===== config.mk =====
export PLATFORM = sky130hd
export DESIGN_NAME = vol_ramp_atten
export DESIGN_NICKNAME = d
export VERILOG_FILES = /design/src/rtl/vra_pkg.sv /design/src/rtl/vra_level_ramp.sv /design/src/rtl/vra_mute_hold.sv /design/src/rtl/vra_scale_sat.sv /design/src/rtl/vol_ramp_atten.sv
export SDC_FILE = /design/constraint.sdc
export NUM_CORES = 2
export LEC_CHECK = 0
export BUFFER_PORTS_ARGS = -buffer_cell sky130_fd_sc_hd__buf_4
export CORE_MARGIN = 2
export CORE_UTILIZATION = 30
export DETAILED_ROUTE_END_ITERATION = 8
export PLACE_DENSITY = 0.56
export SLEW_MARGIN = 40
export SYNTH_ARGS = -nofsm -noshare
export SYNTH_HDL_FRONTEND = slang
export SYNTH_HIERARCHICAL = 1
export SYNTH_SLANG_ARGS = --single-unit

===== constraint.sdc =====
create_clock -name clk -period 30.5 [get_ports clk]
set_input_delay 1.525 -clock clk [delete_from_list [all_inputs] [get_ports clk]]
set_output_delay 1.525 -clock clk [all_outputs]
set_load 0.05 [all_outputs]

===== src/rtl/vra_pkg.sv =====
// Package: shared types of the ramped volume attenuator.
// Assumes: included first in compile order.
package vra_pkg;
    // Direction the level counter takes on a tick.
    typedef enum logic [1:0] {
        STEP_HOLD = 2'd0,
        STEP_UP   = 2'd1,
        STEP_DOWN = 2'd2
    } step_e;
endpackage


===== src/rtl/vra_level_ramp.sv =====
// Module: level slew counter. Clamps the requested code to unity and moves
// the applied level one step toward it on every sample tick.
// Assumes: smp_tick is a single-cycle strobe; CODE_W >= 2.
module vra_level_ramp
    import vra_pkg::*;
#(
    parameter int CODE_W = 11
) (
    input  logic              clk,
    input  logic              rst_n,
    input  logic              smp_tick,
    input  logic [CODE_W-1:0] target_code,
    output logic [CODE_W-1:0] lvl_next
);
    localparam int unsigned         UNITY_I = 1 << (CODE_W - 1);
    localparam logic [CODE_W-1:0]   UNITY   = UNITY_I[CODE_W-1:0];

    logic [CODE_W-1:0] lvl_q;
    logic [CODE_W-1:0] tgt_clamped;
    step_e             dir;

    // Clamp out-of-range targets and pick the step direction.
    always_comb begin
        tgt_clamped = (target_code > UNITY) ? UNITY : target_code;
        if (lvl_q < tgt_clamped)      dir = STEP_UP;
        else if (lvl_q > tgt_clamped) dir = STEP_DOWN;
        else                          dir = STEP_HOLD;
    end

    // Level value that takes effect at this tick.
    always_comb begin
        lvl_next = lvl_q;
        if (smp_tick) begin
            case (dir)
                STEP_UP:   lvl_next = lvl_q + 1'b1;
                STEP_DOWN: lvl_next = lvl_q - 1'b1;
                default:   lvl_next = lvl_q;
            endcase
        end
    end

    // Level register, unity after reset.
    always_ff @(posedge clk) begin
        if (!rst_n) lvl_q <= UNITY;
        else        lvl_q <= lvl_next;
    end


    level_range_chk: assert property (@(posedge clk) disable iff (!rst_n)
        lvl_q <= UNITY);

    level_step_chk: assert property (@(posedge clk) disable iff (!rst_n)
        smp_tick |=> (lvl_q == $past(lvl_q) + 1'b1) || (lvl_q == $past(lvl_q) - 1'b1)
                     || (lvl_q == $past(lvl_q)));

    level_idle_chk: assert property (@(posedge clk) disable iff (!rst_n)
        !smp_tick |=> $stable(lvl_q));
endmodule


===== src/rtl/vra_mute_hold.sv =====
// Module: mute decision. Combines the direct mute request with a hold
// counter that zeroes a fixed number of words after reset or a
// configuration pulse.
// Assumes: HOLD_WORDS >= 2; word_zero is only consumed on tick cycles.
module vra_mute_hold #(
    parameter int HOLD_WORDS = 3072
) (
    input  logic clk,
    input  logic rst_n,
    input  logic smp_tick,
    input  logic mute_req,
    input  logic cfg_change,
    output logic word_zero
);
    localparam int          HW        = $clog2(HOLD_WORDS + 1);
    localparam logic [HW-1:0] HOLD_FULL = HW'(HOLD_WORDS);
    localparam logic [HW-1:0] HOLD_LESS = HW'(HOLD_WORDS - 1);

    logic [HW-1:0] hold_cnt;

    // A word is zero when muted directly, when a pulse arrives, or during the hold.
    always_comb word_zero = mute_req || cfg_change || (hold_cnt != '0);

    // Hold counter: reload on reset or pulse, count down one per tick.
    always_ff @(posedge clk) begin
        if (!rst_n)                            hold_cnt <= HOLD_FULL;
        else if (cfg_change)                   hold_cnt <= smp_tick ? HOLD_LESS : HOLD_FULL;
        else if (smp_tick && hold_cnt != '0)   hold_cnt <= hold_cnt - 1'b1;
    end


    hold_range_chk: assert property (@(posedge clk) disable iff (!rst_n)
        hold_cnt <= HOLD_FULL);

    hold_armed_chk: assert property (@(posedge clk) disable iff (!rst_n)
        cfg_change |=> hold_cnt != '0);
endmodule


===== src/rtl/vra_scale_sat.sv =====
// Module: one channel's multiply, gain-shift and clip to the sample width.
// Purely combinational.
// Assumes: level is unsigned and no larger than 2**(CODE_W-1).
module vra_scale_sat #(
    parameter int DATA_W = 24,
    parameter int CODE_W = 11
) (
    input  logic signed [DATA_W-1:0] sample,
    input  logic        [CODE_W-1:0] level,
    input  logic                     gain_shift,
    output logic signed [DATA_W-1:0] scaled
);
    localparam int PW = DATA_W + CODE_W + 1;
    localparam logic signed [PW-1:0] POS_MAX = {{(PW-DATA_W+1){1'b0}}, {(DATA_W-1){1'b1}}};
    localparam logic signed [PW-1:0] NEG_MIN = {{(PW-DATA_W+1){1'b1}}, {(DATA_W-1){1'b0}}};

    logic signed [PW-1:0] prod;
    logic signed [PW-1:0] shd;

    // Product, divide by 1024 (or 256 when shifted), then clip.
    always_comb begin
        prod = sample * $signed({1'b0, level});
        shd  = gain_shift ? (prod >>> (CODE_W - 3)) : (prod >>> (CODE_W - 1));
        if (shd > POS_MAX)      scaled = POS_MAX[DATA_W-1:0];
        else if (shd < NEG_MIN) scaled = NEG_MIN[DATA_W-1:0];
        else                    scaled = shd[DATA_W-1:0];
    end
endmodule


===== src/rtl/vol_ramp_atten.sv =====
// Module: top of the ramped stereo volume attenuator. Applies the slewed
// level to both channels and registers the result on each sample tick.
// Assumes: one tick per sample pair, ticks at least one cycle apart not required.
module vol_ramp_atten #(
    parameter int DATA_W     = 24,
    parameter int CODE_W     = 11,
    parameter int HOLD_WORDS = 3072
) (
    input  logic                     clk,
    input  logic                     rst_n,
    input  logic                     smp_tick,
    input  logic signed [DATA_W-1:0] smp_l_in,
    input  logic signed [DATA_W-1:0] smp_r_in,
    input  logic        [CODE_W-1:0] target_code,
    input  logic                     gain_shift,
    input  logic                     mute_req,
    input  logic                     cfg_change,
    output logic signed [DATA_W-1:0] smp_l_out,
    output logic signed [DATA_W-1:0] smp_r_out,
    output logic                     out_valid
);
    localparam int NCH = 2;

    logic [CODE_W-1:0]        lvl_next;
    logic                     word_zero;
    logic signed [DATA_W-1:0] ch_in  [NCH];
    logic signed [DATA_W-1:0] ch_scl [NCH];
    logic signed [DATA_W-1:0] ch_q   [NCH];

    vra_level_ramp #(.CODE_W(CODE_W)) u_ramp (
        .clk        (clk),
        .rst_n      (rst_n),
        .smp_tick   (smp_tick),
        .target_code(target_code),
        .lvl_next   (lvl_next)
    );

    vra_mute_hold #(.HOLD_WORDS(HOLD_WORDS)) u_hold (
        .clk       (clk),
        .rst_n     (rst_n),
        .smp_tick  (smp_tick),
        .mute_req  (mute_req),
        .cfg_change(cfg_change),
        .word_zero (word_zero)
    );

    // Gather the channel inputs into an array.
    always_comb begin
        ch_in[0] = smp_l_in;
        ch_in[1] = smp_r_in;
    end

    for (genvar ch = 0; ch < NCH; ch++) begin : g_ch
        vra_scale_sat #(.DATA_W(DATA_W), .CODE_W(CODE_W)) u_scale (
            .sample    (ch_in[ch]),
            .level     (lvl_next),
            .gain_shift(gain_shift),
            .scaled    (ch_scl[ch])
        );

        // Output word register for this channel.
        always_ff @(posedge clk) begin
            if (!rst_n)        ch_q[ch] <= '0;
            else if (smp_tick) ch_q[ch] <= word_zero ? '0 : ch_scl[ch];
        end
    end

    // Valid strobe follows the tick by one cycle.
    always_ff @(posedge clk) begin
        if (!rst_n) out_valid <= 1'b0;
        else        out_valid <= smp_tick;
    end

    assign smp_l_out = ch_q[0];
    assign smp_r_out = ch_q[1];


    valid_follow_chk: assert property (@(posedge clk) disable iff (!rst_n)
        1'b1 |=> out_valid == $past(smp_tick));

    word_hold_chk: assert property (@(posedge clk) disable iff (!rst_n)
        !smp_tick |=> $stable(smp_l_out) && $stable(smp_r_out));

    mute_zero_chk: assert property (@(posedge clk) disable iff (!rst_n)
        smp_tick && mute_req |=> smp_l_out == '0 && smp_r_out == '0);

    cfg_zero_chk: assert property (@(posedge clk) disable iff (!rst_n)
        smp_tick && cfg_change |=> smp_l_out == '0 && smp_r_out == '0);
endmodule


==> reports/results.tsv <==
metric	value	unit
synthesized flop and latch total	72	
post-route worst hold slack	0.4821	ns
clock sinks	72	
Post-Place Setup Slack	18.54	ns
top flip-flop cell by instance count after synthesis	sky130_fd_sc_hd__edfxtp_1	
Bufs on Longest Clock Path	2	
Cells on Worst Hold Path	2	
Area Overhead vs Synth	8.263	%
most prevalent standard cell on the critical path	sky130_fd_sc_hd__fa_1	
Area after DPL	0.02522	mm^2
RR Endpoint	ch_q[1][20]	
largest net degree at the start of global routing	75	
antenna violations before repair	3	
Yosys top cell by area	sky130_fd_sc_hd__fa_1	
antenna diode count	0	
proportion of layout cells with a drive suffix above 1	0.06876	
post-synth top area share	0.3951	
via count	17710	
final critical-path share of the clock period	0.3814	
final-report max-slew violation count	0	
slowest stage delay, CP	0.64	ns
arrival time at the worst endpoint	11.72	ns
aggregate global-route resource usage	0.1549	
top-level port count	114	
Reg2Reg Setup Slack	20.07	ns
Mapped Avg Cell Area	8.710	um^2
cell area after synthesis	0.02356	mm^2
critical-path maximum fanout	48	
detailed-routing iteration count for the pre-antenna-repair pass	5	
number of buffers added by the clock tree synthesis step	9	
PostCTS Resize Cnt	0	
number of I/O port buffers	113	
leading post-synthesis cells by cell area	sky130_fd_sc_hd__fa_1 (40%), sky130_fd_sc_hd__inv_1 (9.6%), sky130_fd_sc_hd__ha_1 (9.0%)	
number of synthesis warnings	6	
worst r2r path cells	34	
top cell types by occurrence after synthesis	sky130_fd_sc_hd__inv_1 (602), sky130_fd_sc_hd__fa_1 (465), sky130_fd_sc_hd__nand2_1 (448)	
post-route cell area	0.02551	mm^2
die height	284.2	um
Core ar.	0.07759	mm^2
normalized max-slew margin	0.4831	
Net Count, Synth	3405	
Worst Max-Slew Pin Slew	0.7752	ns
via count of the first global-routing pass	18880	
accumulated negative setup slack	0	ns
Final Wtd Congestion	0.8205	
count leader, synth	sky130_fd_sc_hd__inv_1	
total number of H-tree levels	3	
worst path required time	30.59	ns
worst setup path category	in -> reg	
min-delay src	u_hold/hold_cnt[9]	
number of DRC markers in iteration 0	917	
total count of hold-check failures in the final report	0	
Final #Nets	3400	
Worst-Skew Late Latency	0.34	ns
Fmax achieved	85.97	MHz
std cell rows	102	
max-cap check violation count	0	
first-pass GRT wire length	101800	um
overall die area	0.08080	mm^2
CTS tree	built	
type of the tightest min-delay check	reg -> reg	
x dimension of the die	284.2	um
slowest library cell on the worst path	sky130_fd_sc_hd__a32oi_4	
kind of start point of the critical path	input pin	
result of the run	complete, no violations	
share of async-settable or async-resettable flops after synthesis	0	
final count of negative-setup-slack endpoints	0	
RR Startpoint	u_ramp/lvl_q[4]	
Initial Util	0.3036	
count of distinct cell types in the synthesized netlist	88	
clock period minus final worst setup slack	11.63	ns
count of unresolved DRC violations after routing	0	
per-cell routed wire length	16.23	um
overflow left after global routing	0	
Post-DP HPWL	48350	um
number of buffers inserted by post-CTS setup repair	0	
clock root buffer master	sky130_fd_sc_hd__clkbuf_16	
worst min-delay path endpoint	u_hold/hold_cnt[9]	
post-synthesis instance total	2705	
element type at the critical path end	flop	
CTS Hold Buffers Added	0	
final routed wirelength across all metal layers	60780	um
antenna-violating nets left	0	
sequential area share after synthesis	0.08157	
number of enable-type register cells in the synthesized netlist	48	
clock transition time at the flip-flop clock pins of the worst setup and hold paths	0.06	ns
Worst Clk Skew	0.01418	ns
final setup margin	18.87	ns
setup repair after global routing missed its margin	no	
ratio of routed vias to standard cells	4.728	
-- cells by family after synthesis --
logic type | count (synthesis) | synth area share
xor gates and xnor gates | 65 | 0.02496
DFF | 72 | 0.08157
adders and majority gates | 635 | 0.4854
and+or+nand+nor | 838 | 0.1778
buffers and inverters | 743 | 0.1220
muxes | 36 | 0.01694
AOI/OAI and AO/OA | 316 | 0.09134
-- critical path, delay by kind of cell --
| kind | cells | cell delay, ns |
|---|---|---|
| AO/OA/AOI/OAI | 14 | 3.90 |
| adder cells (fa/ha/maj) | 8 | 3.22 |
| AND/OR/NAND/NOR | 9 | 2.08 |
| buffers and inverters | 5 | 0.86 |
| XOR/XNOR | 1 | 0.13 |
-- cell type report --
cell class	count	area, um^2
repair buffers	124	930.9
multi-input cells	1890	18820
flip-flops and latches	72	1922
well taps	1040	1301
fillers	8206	52090
clock buffers	10	229.0
clock inverters	6	46.29
inverters	603	2263
-- flip-flops by register name, indices dropped and copies added, names as in the netlist --
signal / flops
u_ramp/lvl_q: 11
ch_q: 48
out_valid: 1
u_hold/hold_cnt: 12
-- cell usage in the layout (no fill, tap or decap), types with 6 or more instances in the layout --
cell type / instances
sky130_fd_sc_hd__nor2b_1: 11
sky130_fd_sc_hd__clkbuf_16: 9
sky130_fd_sc_hd__nor2_1: 50
sky130_fd_sc_hd__buf_4: 124
sky130_fd_sc_hd__nand4_1: 12
sky130_fd_sc_hd__and4b_1: 48
sky130_fd_sc_hd__inv_1: 602
sky130_fd_sc_hd__and2_1: 167
sky130_fd_sc_hd__and3_1: 13
sky130_fd_sc_hd__nand2_1: 448
sky130_fd_sc_hd__or3_1: 6
sky130_fd_sc_hd__xor2_1: 20
sky130_fd_sc_hd__o211ai_1: 8
sky130_fd_sc_hd__o21ai_1: 26
sky130_fd_sc_hd__mux2i_1: 26
sky130_fd_sc_hd__a21oi_1: 96
sky130_fd_sc_hd__nand2b_1: 11
sky130_fd_sc_hd__ha_1: 170
sky130_fd_sc_hd__dfxtp_1: 24
sky130_fd_sc_hd__a21o_1: 21
sky130_fd_sc_hd__a31oi_1: 19
sky130_fd_sc_hd__o21bai_1: 10
sky130_fd_sc_hd__o21ai_0: 44
sky130_fd_sc_hd__fa_1: 465
sky130_fd_sc_hd__o21a_1: 10
sky130_fd_sc_hd__nand3_1: 23
sky130_fd_sc_hd__nor3_1: 15
sky130_fd_sc_hd__a211o_1: 6
sky130_fd_sc_hd__a211oi_1: 11
sky130_fd_sc_hd__xnor2_1: 42
sky130_fd_sc_hd__edfxtp_1: 48
sky130_fd_sc_hd__mux2_4: 8
-- worst max-delay path by stage --
| stage | end | from | slack (ns) | cells past startpoint |
|---|---|---|---|---|
| finish | ch_q[1][20] | target_code[10] | 18.87 | 37 |
| global route | ch_q[1][20] | target_code[10] | 18.14 | 36 |
| CTS | ch_q[1][20] | target_code[10] | 18.87 | 37 |
| detailed placement | ch_q[1][20] | target_code[10] | 18.54 | 37 |
| global placement | ch_q[0][18] | target_code[10] | 18.38 | 36 |
| floorplan | ch_q[0][2] | target_code[10] | 19.82 | 38 |
-- routing by layer --
metal	GRT usage	vias up	share of wire
li1	-	8341	-
met1	0.2136	8990	0.47
met2	0.2666	319	0.48
met3	0.01404	51	0.039
met4	0.02658	6	0.014
met5	0	-	0.00049
-- per-stage QoR --
step | utilization | cells
CTS | 0.3286 | 3745
global placement | 0.3247 | 3728
global route | 0.3287 | 3745
finish | 0.3287 | 3745
floorplan | - | 2705
detailed placement | 0.3250 | 3729
Power is not shown: default switching activity piles up to over one toggle a cycle in this logic, so the estimate is an artifact.
